## config.mk

```make
export PLATFORM = sky130hd
export DESIGN_NAME = nand_cmd_seq
export DESIGN_NICKNAME = d
export VERILOG_FILES = /design/src/rtl/nand_seq_pkg.sv /design/src/rtl/nand_seq_regs.sv /design/src/rtl/nand_seq_fsm.sv /design/src/rtl/nand_cmd_seq.sv
export SDC_FILE = /design/constraint.sdc
export NUM_CORES = 1
export LEC_CHECK = 0
export ABC_CLOCK_PERIOD_IN_PS = 1900
export BUFFER_PORTS_ARGS = -buffer_cell sky130_fd_sc_hd__buf_4
export CAP_MARGIN = 20
export CORE_ASPECT_RATIO = 0.8
export CORE_MARGIN = 2
export CORE_UTILIZATION = 30
export CTS_CLUSTER_DIAMETER = 150
export DETAILED_ROUTE_END_ITERATION = 16
export SETUP_SLACK_MARGIN = 0.15
export SLEW_MARGIN = 15
export SYNTH_ARGS = -nofsm -noshare
export SYNTH_HDL_FRONTEND = slang
export SYNTH_SLANG_ARGS = --single-unit
```

## constraint.sdc

```tcl
create_clock -name clk -period 1.9 [get_ports clk]
set_input_delay 0.19 -clock clk [delete_from_list [all_inputs] [get_ports clk]]
set_output_delay 0.19 -clock clk [all_outputs]
set_load 0.1 [all_outputs]
```

## src/rtl/nand_seq_pkg.sv

```systemverilog
package nand_seq_pkg;

    localparam int REG_AW = 3;
    localparam int REG_DW = 16;

    localparam logic [REG_AW-1:0] REG_CTRL  = 3'd0;
    localparam logic [REG_AW-1:0] REG_STAGE = 3'd1;
    localparam logic [REG_AW-1:0] REG_CODES = 3'd2;
    localparam logic [REG_AW-1:0] REG_ADRLO = 3'd3;
    localparam logic [REG_AW-1:0] REG_ADRHI = 3'd4;
    localparam logic [REG_AW-1:0] REG_XFER  = 3'd5;
    localparam logic [REG_AW-1:0] REG_STAT  = 3'd6;
    localparam logic [REG_AW-1:0] REG_TIME  = 3'd7;

    localparam logic [7:0] STATUS_CMD = 8'h70;

    typedef enum logic [2:0] {
        S_IDLE, S_SETUP, S_WLOW, S_HOLD,
        S_WAIT_LOW, S_WAIT_HIGH, S_RLOW, S_FINISH
    } seq_state_t;

    typedef enum logic [1:0] {
        STG_CMD1 = 2'd0, STG_ADDR = 2'd1, STG_CMD2 = 2'd2, STG_STAT = 2'd3
    } stage_t;

    typedef struct packed {
        logic [3:0]  stage_en;
        logic [1:0]  addr_cnt;
        logic        addr_src;
        logic [15:0] codes;
        logic [31:0] addr;
        logic [3:0]  pulse_w;
    } seq_cfg_t;

endpackage

```

## src/rtl/nand_seq_regs.sv

```systemverilog
module nand_seq_regs
    import nand_seq_pkg::*;
(
    input  logic              clk,
    input  logic              rst_n,
    input  logic              wr_en,
    input  logic [REG_AW-1:0] wr_addr,
    input  logic [REG_DW-1:0] wr_data,
    input  logic [REG_AW-1:0] rd_addr,
    output logic [REG_DW-1:0] rd_data,
    input  logic              busy,
    input  logic              done,
    input  logic              stat_vld,
    input  logic [7:0]        stat_byte,
    output seq_cfg_t          cfg,
    output logic              chip_en,
    output logic              start
);

    logic [1:0]  acc_mode;
    logic        end_flag;
    logic [7:0]  status_q;

    assign start = wr_en && (wr_addr == REG_XFER) && wr_data[0]
                   && !busy && (acc_mode == 2'b00);

    always_ff @(posedge clk or negedge rst_n) begin
        if (!rst_n) begin
            chip_en  <= 1'b0;
            acc_mode <= 2'b00;
            cfg      <= '0;
            end_flag <= 1'b0;
            status_q <= 8'h00;
        end else begin
            if (wr_en) begin
                unique case (wr_addr)
                    REG_CTRL:  begin chip_en <= wr_data[0]; acc_mode <= wr_data[2:1]; end
                    REG_STAGE: begin
                        cfg.stage_en <= wr_data[3:0];
                        cfg.addr_cnt <= wr_data[5:4];
                        cfg.addr_src <= wr_data[6];
                    end
                    REG_CODES: cfg.codes       <= wr_data;
                    REG_ADRLO: cfg.addr[15:0]  <= wr_data;
                    REG_ADRHI: cfg.addr[31:16] <= wr_data;
                    REG_XFER:  if (!wr_data[1]) end_flag <= 1'b0;
                    REG_TIME:  cfg.pulse_w     <= wr_data[3:0];
                    default: ;
                endcase
            end
            if (done)     end_flag <= 1'b1;
            if (stat_vld) status_q <= stat_byte;
        end
    end

    always_comb begin
        unique case (rd_addr)
            REG_CTRL:  rd_data = {13'b0, acc_mode, chip_en};
            REG_STAGE: rd_data = {9'b0, cfg.addr_src, cfg.addr_cnt, cfg.stage_en};
            REG_CODES: rd_data = cfg.codes;
            REG_ADRLO: rd_data = cfg.addr[15:0];
            REG_ADRHI: rd_data = cfg.addr[31:16];
            REG_XFER:  rd_data = {14'b0, end_flag, busy};
            REG_STAT:  rd_data = {8'b0, status_q};
            REG_TIME:  rd_data = {12'b0, cfg.pulse_w};
            default:   rd_data = '0;
        endcase
    end

    // completion sets the sticky flag
    p_end_set_r8: assert property (@(posedge clk) disable iff (!rst_n)
        done |=> end_flag);

    // writing one to the flag does not set it
    p_end_w1_noeffect_r8: assert property (@(posedge clk) disable iff (!rst_n)
        (wr_en && wr_addr == REG_XFER && wr_data[1] && !end_flag && !done) |=> !end_flag);

endmodule

```

## src/rtl/nand_seq_fsm.sv

```systemverilog
module nand_seq_fsm
    import nand_seq_pkg::*;
#(
    parameter int TIMEOUT_CYCLES = 256
) (
    input  logic       clk,
    input  logic       rst_n,
    input  logic       start,
    input  seq_cfg_t   cfg,
    input  logic       rb_n,
    input  logic [7:0] dq_i,
    output logic       busy,
    output logic       done,
    output logic       stat_vld,
    output logic [7:0] stat_byte,
    output logic       cle,
    output logic       ale,
    output logic       we_n,
    output logic       re_n,
    output logic [7:0] dq_o,
    output logic       dq_oe
);

    localparam int TOW = $clog2(TIMEOUT_CYCLES + 1);
    localparam int CW  = (TOW > 4) ? TOW : 4;
    localparam logic [CW-1:0] TO_LAST = CW'(TIMEOUT_CYCLES - 1);

    seq_state_t    state, state_d;
    stage_t        stage, stage_d;
    logic [1:0]    abyte, abyte_d;
    logic [CW-1:0] cnt, cnt_d;
    logic [1:0]    rb_sync;
    logic          rb_ok;
    logic [CW-1:0] pw_last;
    logic [2:0]    first_stg, next_stg;

    function automatic logic [2:0] pick(input logic [2:0] from, input logic [3:0] en);
        logic [2:0] r;
        r = 3'd4;
        for (int i = 3; i >= 0; i--) begin
            if (3'(i) >= from && en[i]) r = 3'(i);
        end
        return r;
    endfunction

    assign rb_ok     = rb_sync[1];
    assign pw_last   = (cfg.pulse_w == 4'd0) ? '0 : CW'(cfg.pulse_w - 4'd1);
    assign first_stg = pick(3'd0, cfg.stage_en);
    assign next_stg  = pick({1'b0, stage} + 3'd1, cfg.stage_en);

    always_comb begin
        logic [2:0] tgt;
        state_d  = state;
        stage_d  = stage;
        abyte_d  = abyte;
        cnt_d    = cnt;
        tgt      = 3'd7;
        stat_vld = 1'b0;
        unique case (state)
            S_IDLE:  if (start) tgt = first_stg;
            S_SETUP: begin state_d = S_WLOW; cnt_d = '0; end
            S_WLOW: begin
                cnt_d = cnt + 1'b1;
                if (cnt == pw_last) state_d = S_HOLD;
            end
            S_HOLD: begin
                if (stage == STG_ADDR && abyte != cfg.addr_cnt) begin
                    abyte_d = abyte + 2'd1;
                    state_d = S_SETUP;
                end else if (stage == STG_STAT) begin
                    state_d = S_RLOW;
                    cnt_d   = '0;
                end else begin
                    tgt = next_stg;
                end
            end
            S_WAIT_LOW: begin
                cnt_d = cnt + 1'b1;
                if (!rb_ok)              state_d = S_WAIT_HIGH;
                else if (cnt == TO_LAST) state_d = S_SETUP;
            end
            S_WAIT_HIGH: begin
                cnt_d = cnt + 1'b1;
                if (rb_ok || cnt == TO_LAST) state_d = S_SETUP;
            end
            S_RLOW: begin
                cnt_d = cnt + 1'b1;
                if (cnt == pw_last) begin
                    stat_vld = 1'b1;
                    state_d  = S_FINISH;
                end
            end
            S_FINISH: state_d = S_IDLE;
            default:  state_d = S_IDLE;
        endcase
        if (tgt == 3'd4) begin
            state_d = S_FINISH;
        end else if (tgt < 3'd4) begin
            stage_d = stage_t'(tgt[1:0]);
            abyte_d = 2'd0;
            cnt_d   = '0;
            state_d = (tgt == 3'd3) ? S_WAIT_LOW : S_SETUP;
        end
    end

    always_ff @(posedge clk or negedge rst_n) begin
        if (!rst_n) begin
            state   <= S_IDLE;
            stage   <= STG_CMD1;
            abyte   <= 2'd0;
            cnt     <= '0;
            rb_sync <= 2'b11;
        end else begin
            state   <= state_d;
            stage   <= stage_d;
            abyte   <= abyte_d;
            cnt     <= cnt_d;
            rb_sync <= {rb_sync[0], rb_n};
        end
    end

    always_comb begin
        logic in_byte;
        in_byte   = (state == S_SETUP) || (state == S_WLOW) || (state == S_HOLD);
        cle       = in_byte && (stage != STG_ADDR);
        ale       = in_byte && (stage == STG_ADDR);
        we_n      = (state != S_WLOW);
        re_n      = (state != S_RLOW);
        dq_oe     = in_byte;
        busy      = (state != S_IDLE);
        done      = (state == S_FINISH);
        stat_byte = dq_i;
        unique case (stage)
            STG_CMD1: dq_o = cfg.codes[7:0];
            STG_CMD2: dq_o = cfg.codes[15:8];
            STG_ADDR: dq_o = cfg.addr_src ? cfg.addr[{abyte, 3'b000} +: 8] : 8'h00;
            default:  dq_o = STATUS_CMD;
        endcase
    end

    // latch enables never both high
    p_cle_ale_excl_r5: assert property (@(posedge clk) disable iff (!rst_n)
        !(cle && ale));

    // bus stable through a write strobe
    p_dq_stable_strobe_r5: assert property (@(posedge clk) disable iff (!rst_n)
        (!we_n && $past(!we_n)) |-> $stable(dq_o));

    // strobes never overlap
    p_we_re_excl_r6: assert property (@(posedge clk) disable iff (!rst_n)
        !(!we_n && !re_n));

    // a read strobe only follows the status command
    p_read_after_cmd_r7: assert property (@(posedge clk) disable iff (!rst_n)
        $fell(re_n) |-> ($past(state) == S_HOLD && $past(stage) == STG_STAT));

    // idle keeps the bus quiet
    p_idle_quiet_r11: assert property (@(posedge clk) disable iff (!rst_n)
        (state == S_IDLE) |-> (we_n && re_n && !dq_oe && !cle && !ale));

endmodule

```

## src/rtl/nand_cmd_seq.sv

```systemverilog
module nand_cmd_seq
    import nand_seq_pkg::*;
#(
    parameter int TIMEOUT_CYCLES = 256
) (
    input  logic        clk,
    input  logic        rst_n,
    input  logic        reg_wr,
    input  logic [2:0]  reg_waddr,
    input  logic [15:0] reg_wdata,
    input  logic [2:0]  reg_raddr,
    output logic [15:0] reg_rdata,
    output logic        nand_ce_n,
    output logic        nand_cle,
    output logic        nand_ale,
    output logic        nand_we_n,
    output logic        nand_re_n,
    input  logic        nand_rb_n,
    output logic [7:0]  nand_dq_o,
    output logic        nand_dq_oe,
    input  logic [7:0]  nand_dq_i
);

    seq_cfg_t   cfg;
    logic       chip_en, start, busy, done, stat_vld;
    logic [7:0] stat_byte;

    nand_seq_regs u_regs (
        .clk(clk), .rst_n(rst_n),
        .wr_en(reg_wr), .wr_addr(reg_waddr), .wr_data(reg_wdata),
        .rd_addr(reg_raddr), .rd_data(reg_rdata),
        .busy(busy), .done(done), .stat_vld(stat_vld), .stat_byte(stat_byte),
        .cfg(cfg), .chip_en(chip_en), .start(start)
    );

    nand_seq_fsm #(.TIMEOUT_CYCLES(TIMEOUT_CYCLES)) u_fsm (
        .clk(clk), .rst_n(rst_n), .start(start), .cfg(cfg),
        .rb_n(nand_rb_n), .dq_i(nand_dq_i),
        .busy(busy), .done(done), .stat_vld(stat_vld), .stat_byte(stat_byte),
        .cle(nand_cle), .ale(nand_ale), .we_n(nand_we_n), .re_n(nand_re_n),
        .dq_o(nand_dq_o), .dq_oe(nand_dq_oe)
    );

    assign nand_ce_n = !chip_en;

endmodule

```

==> impl_metrics.ini, run 1 <==
[global_routing]
antenna_found_initial = 0
grt_usage_pct = 18.2
grt_first_pass_wirelength_um = 24900
overflow = 0
grt_pass1_vias = 4465
grt_max_degree = 39

[setup_path]
cp_cell_sequence = buf_6, mux2_4, a22o_1, a2bb2oi_2, nor2_2, a2bb2oi_4, buf_12
startpoint_type = flip-flop
cp-end-kind = output pin
arrival_ps = 1910
crit_path_max_fanout = 2
max_stage_delay_ps = 380
slowest_stage = dfrtp_1
critical_path_class = flip-flop to output pin
cp.required_ps = 1710

[yosys]
syn_area_um2 = 4990
synth_most_common_cell = dfrtp_1
synth_warnings = 0
synth.net_count = 509
yosys-top-cells-area = dfrtp_1 44%, mux2_2 16%, mux4_2 4.1%
synthTopCellsByCount = 87 x dfrtp_1, 70 x mux2_2, 36 x nor2_1, 32 x o21ai_0
synth-seq-area-share_pct = 44.7
synth_top_area_share_pct = 43.6
ys.flop_type = dfrtp_1
syn_inst = 473
synth_top_area_cell = dfrtp_1
synth_edf_count = 0
async_flop_share_pct = 100
yosysUniqueCellTypes = 60
ys_seq_elements = 89
syn-mean-instance-area_um2 = 10.6

[place]
hpwl_um = 11200
numPortBuffers = 63
gp_congestion = 0.875
dp_slack_ps = -216

[layout]
syn_to_final_growth_pct = 49.7
nets = 636
antennaDiodeCount = 0
drive_gt1_share_pct = 54.5

[timing]
fin_tns_setup_ps = -2530
fin_crit_sh_pct = 111
slew_violations = 0
final-setup-viol-count = 23
min_period_ps = 2100
fin_skew_ps = 4.29
clock.fmax_ghz = 0.476
worst_slack_ps = -200
grt_setup_unrepaired = yes
max_slew_margin_pct = 59.7
worst_pin_slew_ps = 600
hold_viol_final = 0
holdWs_ps = 81.3

[pwr]
finalPower_mw = 11.4
power.density_nw_per_um2 = 1520
p_leak_nw = 3.13
ir_drop_mv = 1.07

[drt]
viasPerCell = 5.25
dr_total_vias = 4330
wl_per_cell_um = 18.9
drtIter0Drc = 286
ant_nets = 0
drc = 0
first_pass_iters = 5
wl_um = 15600

[floorplan]
floorplan.initialDensity_pct = 30.4
die_area_um2 = 17700
die_w_um = 148
io_pins = 64
core_um2 = 16400
num_rows = 42
die_height_um = 119

[clock_network]
clkTransAtPathRegs_ps = 60
cts_buffers = 9
cts_sinks = 89
worstSkewPairLatency_ps = 350
cts_tree = built
cts_buffer_depth = 2
clock-root-buffer = clkbuf_16
htree_levels = 3

[run]
cap_viol_max_count = 0

[hold_path]
hold_path_class = input port to flip-flop

[run_status]
outcome = complete, but fails checks
violations = setup timing
[state kept, by name (all words and copies together) (netlist names), 2 cells and up]
register,flops
u_fsm.state,3
u_regs.cfg,59
u_fsm.abyte,2
u_fsm.cnt,9
u_fsm.rb_sync,2
u_regs.status_q,8
u_fsm.stage,2
u_regs.acc_mode,2
[logic make-up (layout without fill, tap and decap cells)]
family	Yosys count	after routing	share of synthesized area, %
buffers and inverters	44	176	3.46
AOI/OAI and AO/OA	106	106	13.5
adders and majority gates	2	2	0.501
xor gates and xnor gates	6	6	1.05
muxes	97	97	23.5
DFF	89	89	44.7
and+or+nand+nor	129	129	13.4
[power by group]
group | internal, mW | total, mW | switching, mW
Sequential | 2.39 | 2.85 | 0.456
Combinational | 2.75 | 6.59 | 3.84
Clock | 1.16 | 1.94 | 0.784
Total | 6.30 | 11.4 | 5.08
[critical path: cells and delay by family, from the launching register on]
family | cells | cell delay (ps)
buf+inv | 2 | 290
flops | 1 | 380
mux | 1 | 250
compound gates | 3 | 560
simple gates | 1 | 70
[cells in the final DEF (no fill, tap or decap), drive strengths merged, types with 4 or more instances in the layout]
cell	Yosys	routed
buf	8	141
nor2	36	36
mux4	9	9
xor2	4	4
a21oi	28	28
inv	17	18
nor2b	7	7
mux2i	18	18
dfrtp	87	87
mux2	70	70
nor3	15	15
o22ai	6	6
nand3	6	6
clkbuf	19	10
nand2b	7	7
nand2	28	28
o21ai	33	33
and3	6	6
a211oi	5	5
nor3b	7	7
[routing by layer]
layer | vias up | global-route usage (%) | wire, um | part of all wire (%)
met3 | 21 | 3.87 | 638 | 4.1
li1 | 1994 | - | - | -
met2 | 110 | 28.1 | 7270 | 47
met5 | - | 0 | 0 | 0
met1 | 2205 | 26.0 | 7440 | 48
met4 | 0 | 4.76 | 249 | 1.6
[per-stage QoR]
step	cell area [um2]	cells	util, %
after floorplan	5360	473	-
after global placement	6440	787	39.3
after detailed placement	6440	787	39.3
after CTS	7220	820	44.1
after global routing	7470	825	45.6
final	7470	825	45.6
[timing repair]
item | in CTS | in global routing
pin swaps | 22 | 9
gates cloned | 1 | 0
setup buffers | 14 | 5
hold buffers | 2 | 0
hold endpoints to repair | 33 | 0
resized for setup | 92 | 51
setup endpoints to repair | 44 | 44
[path summary, 6_finish.rpt]
check,startpoint,endpoint,slack [ps],cells past startpoint
setup / recovery,u_regs.cfg[0],reg_rdata[0],-200,7
hold / removal,nand_dq_i[6],u_regs.status_q[6],80,2
setup reg to reg,u_fsm.cnt[7],u_regs.status_q[5],-170,6
hold reg to reg,u_fsm.rb_sync[0],u_fsm.rb_sync[1],360,0
max in group asynchronous,rst_n,u_regs.cfg[1],880,3
min in group asynchronous,rst_n,u_fsm.cnt[2],370,2
[final cells by class]
| cell class | instances | area (um2) |
|---|---|---|
| flip-flops and latches | 89 | 2230 |
| fillers | 1474 | 8920 |
| repair buffers | 143 | 1400 |
| well taps | 220 | 275 |
| clock buffers | 10 | 229 |
| inverters | 17 | 66.3 |
| multi-input cells | 340 | 3180 |
| clock inverters | 6 | 91.3 |
Note: power is estimated with default switching activity, not from simulation.
==> inputs of run 2 (changes only) <==
--- a/config.mk
+++ b/config.mk
@@ -8,11 +8,14 @@
 export ABC_CLOCK_PERIOD_IN_PS = 1900
 export BUFFER_PORTS_ARGS = -buffer_cell sky130_fd_sc_hd__buf_4
 export CAP_MARGIN = 20
+export CELL_PAD_IN_SITES_DETAIL_PLACEMENT = 0
+export CELL_PAD_IN_SITES_GLOBAL_PLACEMENT = 1
 export CORE_ASPECT_RATIO = 0.8
 export CORE_MARGIN = 2
 export CORE_UTILIZATION = 30
 export CTS_CLUSTER_DIAMETER = 150
 export DETAILED_ROUTE_END_ITERATION = 16
+export PLACE_DENSITY_LB_ADDON = 0.1
 export SETUP_SLACK_MARGIN = 0.15
 export SLEW_MARGIN = 15
 export SYNTH_ARGS = -nofsm -noshare
==> impl_metrics.ini, run 2 (same netlist as run 1, synthesis figures left out) <==
[layout]
final_cell_mix = 101 x buf_4, 82 x dfrtp_1, 59 x mux2_2
syn_to_final_growth_pct = 50.2
top_register = u_regs.cfg
drive_gt1_share_pct = 54.5
instances_no_fill = 826
fill_cells = 1561
antennaDiodeCount = 0
utilization_pct = 45.7
reg_top3 = u_regs.cfg: 59 flops, u_fsm.cnt: 9 flops, u_regs.status_q: 8 flops
largest_reg_flops = 59
final_common_cell = buf_4
nets = 637

[clock_network]
cts_buffers = 9
htree_levels = 3
clkTransAtPathRegs_ps = 70
cts_sinks = 89
clock-root-buffer = clkbuf_16
cts_buffer_depth = 2
worstSkewPairLatency_ps = 350
cts_tree = built

[setup_path]
critical_path_class = flip-flop to output pin
arrival_ps = 1920
crit_path_max_fanout = 4
cp-end-kind = output pin
startpoint_type = flip-flop
cp.required_ps = 1710

[hold_path]
hold_path_class = input port to flip-flop

[timing]
grt_setup_unrepaired = yes
worst_slack_ps = -212
min_period_ps = 2110
worst_pin_slew_ps = 444
fin_skew_ps = 8.96
slew_violations = 0
fin_crit_sh_pct = 111
final-setup-viol-count = 21
hold_viol_final = 0
max_slew_margin_pct = 70.3
clock.fmax_ghz = 0.474

[pwr]
finalPower_mw = 11.4
p_int_mw = 6.27
p_leak_nw = 3.15
ir_drop_mv = 0.514
power.switching_mw = 5.09
seqPwrFrac_pct = 25.0
p_comb_share_pct = 58.5
switching_share_pct = 44.8
power.density_nw_per_um2 = 1510
clkPwrFrac_pct = 16.5

[floorplan]
core_um2 = 16400
die_height_um = 119
die_w_um = 148
num_rows = 42
floorplan.initialDensity_pct = 30.4
io_pins = 64
die_area_um2 = 17700

[drt]
first_pass_iters = 4
ant_nets = 0
wl_um = 15800
viasPerCell = 5.12
dr_total_vias = 4232
drtIter0Drc = 147
drc = 0
wl_per_cell_um = 19.1

[global_routing]
grt_pass1_vias = 4368
grt_usage_pct = 18.3
antenna_found_initial = 0
grt_max_degree = 48
grt_first_pass_wirelength_um = 24900
overflow = 0

[place]
dp_slack_ps = -222
hpwl_um = 11300
numPortBuffers = 63
gp_congestion = 0.771
place_inst = 791

[run]
cap_viol_max_count = 0

[run_status]
outcome = complete, but fails checks
violations = setup timing
[run 2: cell count changes in the layout (fill, tap and decap cells not counted), moves of 3 or more]
cell	before	now
nor2_1	22	29
nor2_2	6	3
nor2_4	8	4
a221oi_1	3	0
a221oi_2	0	3
[run 2: final cells by class]
class	instances	area, um2	share of cell area (%)
multi-input combinational	340	3190	42.5
sequential	89	2240	29.8
timing repair buffer	144	1430	19.0
tap	220	275	3.67
clock buffer	11	243	3.24
inverter	17	67.6	0.901
clock inverter	5	62.6	0.834
[run 2: power by group through the flow]
stage	Clock, mW	Sequential (mW)	Combinational, mW
after floorplan	0	2.69	4.06
after global placement	0	2.82	5.45
after detailed placement	0	2.83	5.48
after CTS	1.93	2.81	6.22
after global routing	2.00	2.92	7.02
final	1.87	2.84	6.64
[run 2: metrics by stage]
step                      hold WS [ps]  cell area (um2)  setup TNS [ps]
final                             74.3             7500           -3040
after global routing              63.7             7500           -4410
after CTS                         66.1             7230           -3090
after detailed placement           132             6500           -1800
after global placement             134             6500           -1760
after floorplan                   -106             5360           -3520
[run 2: per-layer routing]
metal	part of all wire [%]	up-vias	global-route usage, %	wire length, um
met5	0	-	0	0
met4	0.84	0	4.40	133
met3	4.0	11	4.14	640
met2	45	88	27.6	7090
met1	50	2135	26.8	7950
li1	-	1998	-	-
[run 2: path summary, 6_finish.rpt]
check,start,to,slack [ps],cells after the start
worst max-delay path,u_regs.cfg[0],reg_rdata[0],-210,7
worst min-delay path,nand_dq_i[0],u_regs.status_q[0],70,2
worst max register to register,u_fsm.cnt[7],u_regs.status_q[2],-200,6
worst min register to register,u_fsm.rb_sync[0],u_fsm.rb_sync[1],360,0
max in group asynchronous,rst_n,u_regs.cfg[56],990,3
min in group asynchronous,rst_n,u_fsm.stage[0],290,2
[run 2: worst max-delay path: stages (launching register included)]
cell	delay, ps
dfrtp_1	380
buf_6	130
mux2_4	250
a22o_1	220
a2bb2oi_2	200
nor2_2	80
a2bb2oi_4	150
buf_12	170
[run 2: timing repair]
item                                   CTS  global route
setup endpoints to repair               42            44
gates resized for setup                 91            52
buffers inserted                         8             9
endpoints found under the hold margin   21             0
hold buffers                             2             0
pin swaps                               16             7
